--- src/rtl/ccm_pkg.sv ---
`timescale 1ns/1ps
package ccm_pkg;
  localparam int NUM_CC  = 2;
  localparam int CCSEL_W = $clog2(NUM_CC);

  typedef enum logic [1:0] {
    CC_GT = 2'b00,
    CC_EQ = 2'b01,
    CC_LT = 2'b10,
    CC_UN = 2'b11
  } cc_code_e;

  typedef enum logic [2:0] {
    RULE_TR = 3'd0,
    RULE_FL = 3'd1,
    RULE_EQ = 3'd2,
    RULE_NE = 3'd3,
    RULE_LT = 3'd4,
    RULE_GE = 3'd5,
    RULE_LE = 3'd6,
    RULE_GT = 3'd7
  } cc_rule_e;

  function automatic logic cc_pass(input logic [1:0] code, input logic [2:0] rule);
    logic r;
    case (rule)
      RULE_TR: r = 1'b1;
      RULE_FL: r = 1'b0;
      RULE_EQ: r = (code == CC_EQ);
      RULE_NE: r = (code != CC_EQ);
      RULE_LT: r = (code == CC_LT);
      RULE_GE: r = (code == CC_GT) || (code == CC_EQ);
      RULE_LE: r = (code == CC_LT) || (code == CC_EQ);
      default: r = (code == CC_GT);
    endcase
    return r;
  endfunction
endpackage

--- src/rtl/ccm_lane_prep.sv ---
`timescale 1ns/1ps
module ccm_lane_prep
  import ccm_pkg::*;
#(
  parameter int DATA_W = 32,
  parameter int EXP_W  = 8
) (
  input  logic [DATA_W-1:0] val_in,
  input  logic              sat_en,
  input  logic              int_mode,
  output logic [DATA_W-1:0] val_out,
  output logic [1:0]        code_out
);
  localparam int MAN_W = DATA_W - 1 - EXP_W;
  localparam logic [DATA_W-1:0] FP_ONE = {2'b00, {(EXP_W-1){1'b1}}, {MAN_W{1'b0}}};

  function automatic logic fp_nan(input logic [DATA_W-1:0] v);
    return (&v[DATA_W-2 -: EXP_W]) && (|v[MAN_W-1:0]);
  endfunction

  logic [DATA_W-1:0] clamped;

  always_comb begin
    clamped = val_in;
    if (sat_en && !int_mode) begin
      if (fp_nan(val_in) || val_in[DATA_W-1])
        clamped = '0;
      else if (val_in > FP_ONE)
        clamped = FP_ONE;
    end
  end

  assign val_out = clamped;

  always_comb begin
    if (int_mode) begin
      if (clamped == '0)             code_out = CC_EQ;
      else if (clamped[DATA_W-1])    code_out = CC_LT;
      else                           code_out = CC_GT;
    end else begin
      if (fp_nan(clamped))           code_out = CC_UN;
      else if (~|clamped[DATA_W-2:0]) code_out = CC_EQ;
      else if (clamped[DATA_W-1])    code_out = CC_LT;
      else                           code_out = CC_GT;
    end
  end
endmodule

--- src/rtl/ccm_lane_test.sv ---
`timescale 1ns/1ps
module ccm_lane_test
  import ccm_pkg::*;
#(
  parameter int LANES = 4,
  parameter int SEL_W = 2
) (
  input  logic [2*LANES-1:0] cc_vec,
  input  logic [SEL_W-1:0]   pick,
  input  logic [2:0]         rule,
  output logic               pass
);
  logic [1:0] code;
  assign code = cc_vec[2*int'(pick) +: 2];
  assign pass = cc_pass(code, rule);
endmodule

--- src/rtl/ccm_cc_reg.sv ---
`timescale 1ns/1ps
module ccm_cc_reg
  import ccm_pkg::*;
#(
  parameter int LANES = 4
) (
  input  logic               clk,
  input  logic               rst,
  input  logic               clear,
  input  logic               upd,
  input  logic [LANES-1:0]   lane_we,
  input  logic [2*LANES-1:0] new_codes,
  output logic [2*LANES-1:0] cc_q
);
  always_ff @(posedge clk) begin
    if (rst || clear) begin
      cc_q <= {LANES{CC_EQ}};
    end else if (upd) begin
      for (int i = 0; i < LANES; i++) begin
        if (lane_we[i]) cc_q[2*i +: 2] <= new_codes[2*i +: 2];
      end
    end
  end
endmodule

--- src/rtl/ccm_merge_unit.sv ---
`timescale 1ns/1ps
module ccm_merge_unit
  import ccm_pkg::*;
#(
  parameter int LANES  = 4,
  parameter int DATA_W = 32,
  parameter int EXP_W  = 8
) (
  input  logic                    clk,
  input  logic                    rst,
  input  logic                    run_start,
  input  logic                    issue,
  input  logic [LANES*DATA_W-1:0] res_vec,
  input  logic [LANES*DATA_W-1:0] dst_vec,
  input  logic [LANES-1:0]        wr_mask,
  input  logic [CCSEL_W-1:0]      test_cc_sel,
  input  logic [LANES*$clog2(LANES)-1:0] test_swz,
  input  logic [2:0]              test_rule,
  input  logic                    sat_en,
  input  logic                    int_mode,
  input  logic                    cc_wr_en,
  input  logic [CCSEL_W-1:0]      cc_wr_sel,
  output logic [LANES*DATA_W-1:0] dst_out,
  output logic                    dst_valid,
  output logic [2*LANES-1:0]      cc0_out,
  output logic [2*LANES-1:0]      cc1_out
);
  localparam int SEL_W = $clog2(LANES);
  localparam int MAN_W = DATA_W - 1 - EXP_W;
  localparam logic [DATA_W-1:0] FP_ONE = {2'b00, {(EXP_W-1){1'b1}}, {MAN_W{1'b0}}};

  logic                    go;
  logic [2*LANES-1:0]      cc_q [NUM_CC];
  logic [2*LANES-1:0]      test_vec;
  logic [2*LANES-1:0]      new_codes;
  logic [LANES-1:0]        lane_pass;
  logic [LANES-1:0]        lane_we;
  logic [LANES*DATA_W-1:0] wr_vals;
  logic [LANES*DATA_W-1:0] merged;

  assign go       = issue && !run_start;
  assign test_vec = cc_q[test_cc_sel];

  for (genvar i = 0; i < LANES; i++) begin : g_lane
    ccm_lane_prep #(.DATA_W(DATA_W), .EXP_W(EXP_W)) u_prep (
      .val_in   (res_vec[DATA_W*i +: DATA_W]),
      .sat_en   (sat_en),
      .int_mode (int_mode),
      .val_out  (wr_vals[DATA_W*i +: DATA_W]),
      .code_out (new_codes[2*i +: 2])
    );

    ccm_lane_test #(.LANES(LANES), .SEL_W(SEL_W)) u_test (
      .cc_vec (test_vec),
      .pick   (test_swz[SEL_W*i +: SEL_W]),
      .rule   (test_rule),
      .pass   (lane_pass[i])
    );

    assign lane_we[i] = wr_mask[i] && lane_pass[i];
    assign merged[DATA_W*i +: DATA_W] = lane_we[i] ? wr_vals[DATA_W*i +: DATA_W]
                                                   : dst_vec[DATA_W*i +: DATA_W];

    AST_MASK_KEEP: assert property (@(posedge clk) disable iff (rst)
      go && !wr_mask[i] |=> dst_out[DATA_W*i +: DATA_W] == $past(dst_vec[DATA_W*i +: DATA_W]));

    AST_SAT_RANGE: assert property (@(posedge clk) disable iff (rst)
      go && sat_en && !int_mode && lane_we[i] |=>
        !dst_out[DATA_W*i + DATA_W-1] && (dst_out[DATA_W*i +: DATA_W] <= FP_ONE));
  end

  for (genvar k = 0; k < NUM_CC; k++) begin : g_cc
    logic upd_k;
    assign upd_k = go && cc_wr_en && (cc_wr_sel == CCSEL_W'(k));

    ccm_cc_reg #(.LANES(LANES)) u_cc (
      .clk       (clk),
      .rst       (rst),
      .clear     (run_start),
      .upd       (upd_k),
      .lane_we   (lane_we),
      .new_codes (new_codes),
      .cc_q      (cc_q[k])
    );

    AST_OTHER_CC_STABLE: assert property (@(posedge clk) disable iff (rst)
      go && (!cc_wr_en || cc_wr_sel != CCSEL_W'(k)) |=> $stable(cc_q[k]));
  end

  assign cc0_out = cc_q[0];
  assign cc1_out = cc_q[1];

  always_ff @(posedge clk) begin
    if (rst) begin
      dst_out   <= '0;
      dst_valid <= 1'b0;
    end else begin
      dst_valid <= go;
      if (go) dst_out <= merged;
    end
  end

  AST_START_CLEARS: assert property (@(posedge clk) disable iff (rst)
    run_start |=> (cc0_out == {LANES{CC_EQ}}) && (cc1_out == {LANES{CC_EQ}}) && !dst_valid);

  AST_FL_HOLDS: assert property (@(posedge clk) disable iff (rst)
    go && test_rule == RULE_FL |=> dst_out == $past(dst_vec));

  AST_VALID_FOLLOWS: assert property (@(posedge clk) disable iff (rst)
    go |=> dst_valid);

  AST_IDLE_HOLDS: assert property (@(posedge clk) disable iff (rst)
    !go |=> !dst_valid && $stable(dst_out));
endmodule

--- config.mk ---
export PLATFORM = sky130hd
export DESIGN_NAME = ccm_merge_unit
export DESIGN_NICKNAME = d
export VERILOG_FILES = /design/src/rtl/ccm_pkg.sv /design/src/rtl/ccm_lane_prep.sv /design/src/rtl/ccm_lane_test.sv /design/src/rtl/ccm_cc_reg.sv /design/src/rtl/ccm_merge_unit.sv
export SDC_FILE = /design/constraint.sdc
export NUM_CORES = 1
export LEC_CHECK = 0
export CAP_MARGIN = 20
export CORE_MARGIN = 2
export CORE_UTILIZATION = 30
export CTS_BUF_LIST = sky130_fd_sc_hd__clkbuf_16
export DETAILED_ROUTE_END_ITERATION = 10
export DONT_BUFFER_PORTS = 1
export SKIP_CTS_REPAIR_TIMING = 1
export SLEW_MARGIN = 20
export SYNTH_ARGS = -nofsm -noshare
export SYNTH_HDL_FRONTEND = slang
export SYNTH_SLANG_ARGS = --single-unit
--- constraint.sdc ---
create_clock -name clk -period 3 [get_ports clk]
set_input_delay 0.3 -clock clk [delete_from_list [all_inputs] [get_ports clk]]
set_output_delay 0.3 -clock clk [all_outputs]
set_load 0.01 [all_outputs]
==> impl_metrics.yaml <==
worst_setup_path:
  slowest_delay_ns: 0.47
  cp_cell_sequence: "mux2_4 > mux4_2 > o2111ai_1 > nand4_1 > a311o_2 > buf_4 > nand2b_1 > a311oi_1"
  endpoint_kind: "flip-flop"
  cp.arrival_ns: 3.05
  cp_slowest_cell: "mux4_2"
  crit_type: "flip-flop to flip-flop"
  crit_required_ns: 3.32
  reg2reg_depth: 8
  worstPathMaxFanout: 50
  path_buf_inv: 1
  critPathTopFamily: "compound AO/OA/AOI/OAI gates"
  start_kind: "flip-flop"
  cp_num_cells: 8
placed_design:
  dpl.hpwl_um: 22700
  routabilityCongestion: 0.890
  portBuffers: 0
  placed_cell_area_um2: 8590
  place_ws_ns: 0.314
sta:
  fin_setup_tns_ns: 0
  setup_violations: 0
  rsz0062_at_grt: "no"
  hold_viol: 0
  slew_headroom_pct: 27.4
  finalCritPeriodShare_pct: 91.1
  finalMaxSlewViolations: 0
  skew_ns: 0.0208
  fmax_mhz: 366
  setup_slack_ns: 0.267
  worst_pin_slew_ns: 1.09
  period_minus_slack_ns: 2.73
route:
  wl_um: 31700
  drt_iter0_markers: 478
  num_vias: 8216
  drt_first_pass_iters: 5
  wl_per_cell_um: 24.0
  avgViaCountPerCell: 6.21
  post-route-drc-count: 0
  postRouteAntennaNets: 0
logic_synthesis:
  synth_ff_type: "dfxtp_1"
  ys_warn_count: 0
  synthCells: 1018
  synth.avg_cell_area_um2: 8.05
  yosys.area.top_type: "dfxtp_1"
  ys_seq_elements: 145
  async_flop_share_pct: 0
  netlist_area_um2: 8200
  seq_area_frac_synth_pct: 35.4
  synth_cell_types: 61
  synthTopCellsByArea: "dfxtp_1 35%, a311oi_1 8.0%, nor2_1 6.9%, nor4_1 5.4%, nand3_1 4.9%"
  synth_edf_count: 0
  synth_top_area_share_pct: 35.4
  syn_nets: 1298
finish:
  final_common_cell: "nor2_1"
  drive_gt1_share_pct: 9.88
  syn2layout_area_growth_pct: 12.6
  final_cell_mix: "150 x nor2_1, 145 x dfxtp_1, 81 x nand3_1"
  nFillCells: 2815
  nets: 1249
  final_cell_area_um2: 9240
  antennaDiodeCount: 0
grt:
  grt_pass1_wl_um: 46500
  first_global_vias: 7904
  grtUsageTotal_pct: 20.8
  grt_overflow: 0
  antenna_found_initial: 0
  grt_max_degree: 213
floorplanning:
  fp-row-count: 60
  start_util_pct: 30.5
  coreArea_um2: 26900
  pin_count: 425
  fp.dieW_um: 169
  die-area_um2: 28700
  die_h_um: 169
power:
  pwr_density_cell_nw_per_um2: 556
  total_power_w: 0.00513
  total_leakage_power_nw: 3.04
  ir_worst_vdd_mv: 0.274
clock_network:
  cts_buffers: 17
  cts_sinks: 145
  clockRootBuffer: "clkbuf_16"
  insertion_delay_ns: 0.43
  clk_pin_slew_ns: 0.08
  clk_path_buf_depth: 2
  cts_tree: "done"
  cts_max_level: 4
min_path:
  min_path_cells: 2
  hp-class: "primary input to flip-flop"
flow_run:
  max-cap-violations: 0
outcome:
  status: "finished clean"
## flip-flops by register name, summed over array words and instances, names as in the netlist
name            flops
dst_out           128
g_cc.u_cc.cc_q     16
dst_valid           1
## report_power, final
group / internal (W) / switching (W)
combinational: 0.000249 / 0.000394
sequential: 0.00205 / 0.000147
clock: 0.00127 / 0.00102
total: 0.00357 / 0.00156
## path summary, 6_finish.rpt
| check | slack, ns | start | end |
|---|---|---|---|
| min reg2reg | 0.54 | dst_out[54]$_SDFFE_PP0P_ | dst_out[54]$_SDFFE_PP0P_ |
| min | 0.03 | rst | dst_out[126]$_SDFFE_PP0P_ |
| max reg2reg | 0.27 | g_cc[1].u_cc.cc_q[1]$_SDFFE_PP0P_ | dst_out[46]$_SDFFE_PP0P_ |
| max | 0.27 | g_cc[1].u_cc.cc_q[1]$_SDFFE_PP0P_ | dst_out[46]$_SDFFE_PP0P_ |
## stage by stage
stage / cells / hold WS [ns] / utilization (%)
after global placement: 1289 / 0.382 / 32.0
after CTS: 1321 / -0.0763 / 34.2
after global routing: 1323 / 0.0126 / 34.4
final: 1323 / 0.0309 / 34.4
after floorplan: 1018 / 0.470 / -
after detailed placement: 1289 / 0.381 / 32.0
## worst register-to-register path, delay by kind of cell (launching register included)
kind	cells	cell delay [ns]
DFF	1	0.38
AOI/OAI and AO/OA	3	0.86
buffers and inverters	1	0.27
muxes	2	0.77
and+or+nand+nor	2	0.35
## cells in the mapped netlist (11+ instances only)
cell and instances:
o211ai_1 16, nand3_1 81, inv_1 11, nor3_1 56, a21oi_1 14, dfxtp_1 145, clkbuf_1 98, mux2i_1 16
nor4_1 71, nand2b_1 56, nor2_1 150, a221oi_1 44, a311oi_1 75, nand2_1 33, nand4_1 19, and3_1 13
mux4_2 12
## logic make-up (layout without fill, tap and decap cells)
kind of cell	count (synthesis)	in the layout	synth area share, %
flip-flops	145	145	35.4
AND/OR/NAND/NOR	516	516	32.3
buffers and inverters	116	80	5.63
multiplexers	32	32	5.89
AO/OA/AOI/OAI	209	209	20.7
## layout make-up
| cell class | count | area (um2) | share of cell area, % |
|---|---|---|---|
| multi-input cells | 757 | 4890 | 53.0 |
| repair buffers | 37 | 363 | 3.93 |
| well taps | 341 | 427 | 4.62 |
| inverters | 11 | 41.3 | 0.447 |
| clock buffers | 17 | 425 | 4.61 |
| clock inverters | 15 | 185 | 2.01 |
| flip-flops and latches | 145 | 2900 | 31.4 |
## per-layer routing
metal / wire length (um) / track usage [%] / part of all wire [%]
met4: 507 / 4.24 / 1.6
met5: 0 / 0 / 0
met2: 16000 / 37.2 / 50
met3: 3000 / 6.88 / 9.5
met1: 12200 / 24.2 / 39
(Power assumes the default switching activity.)
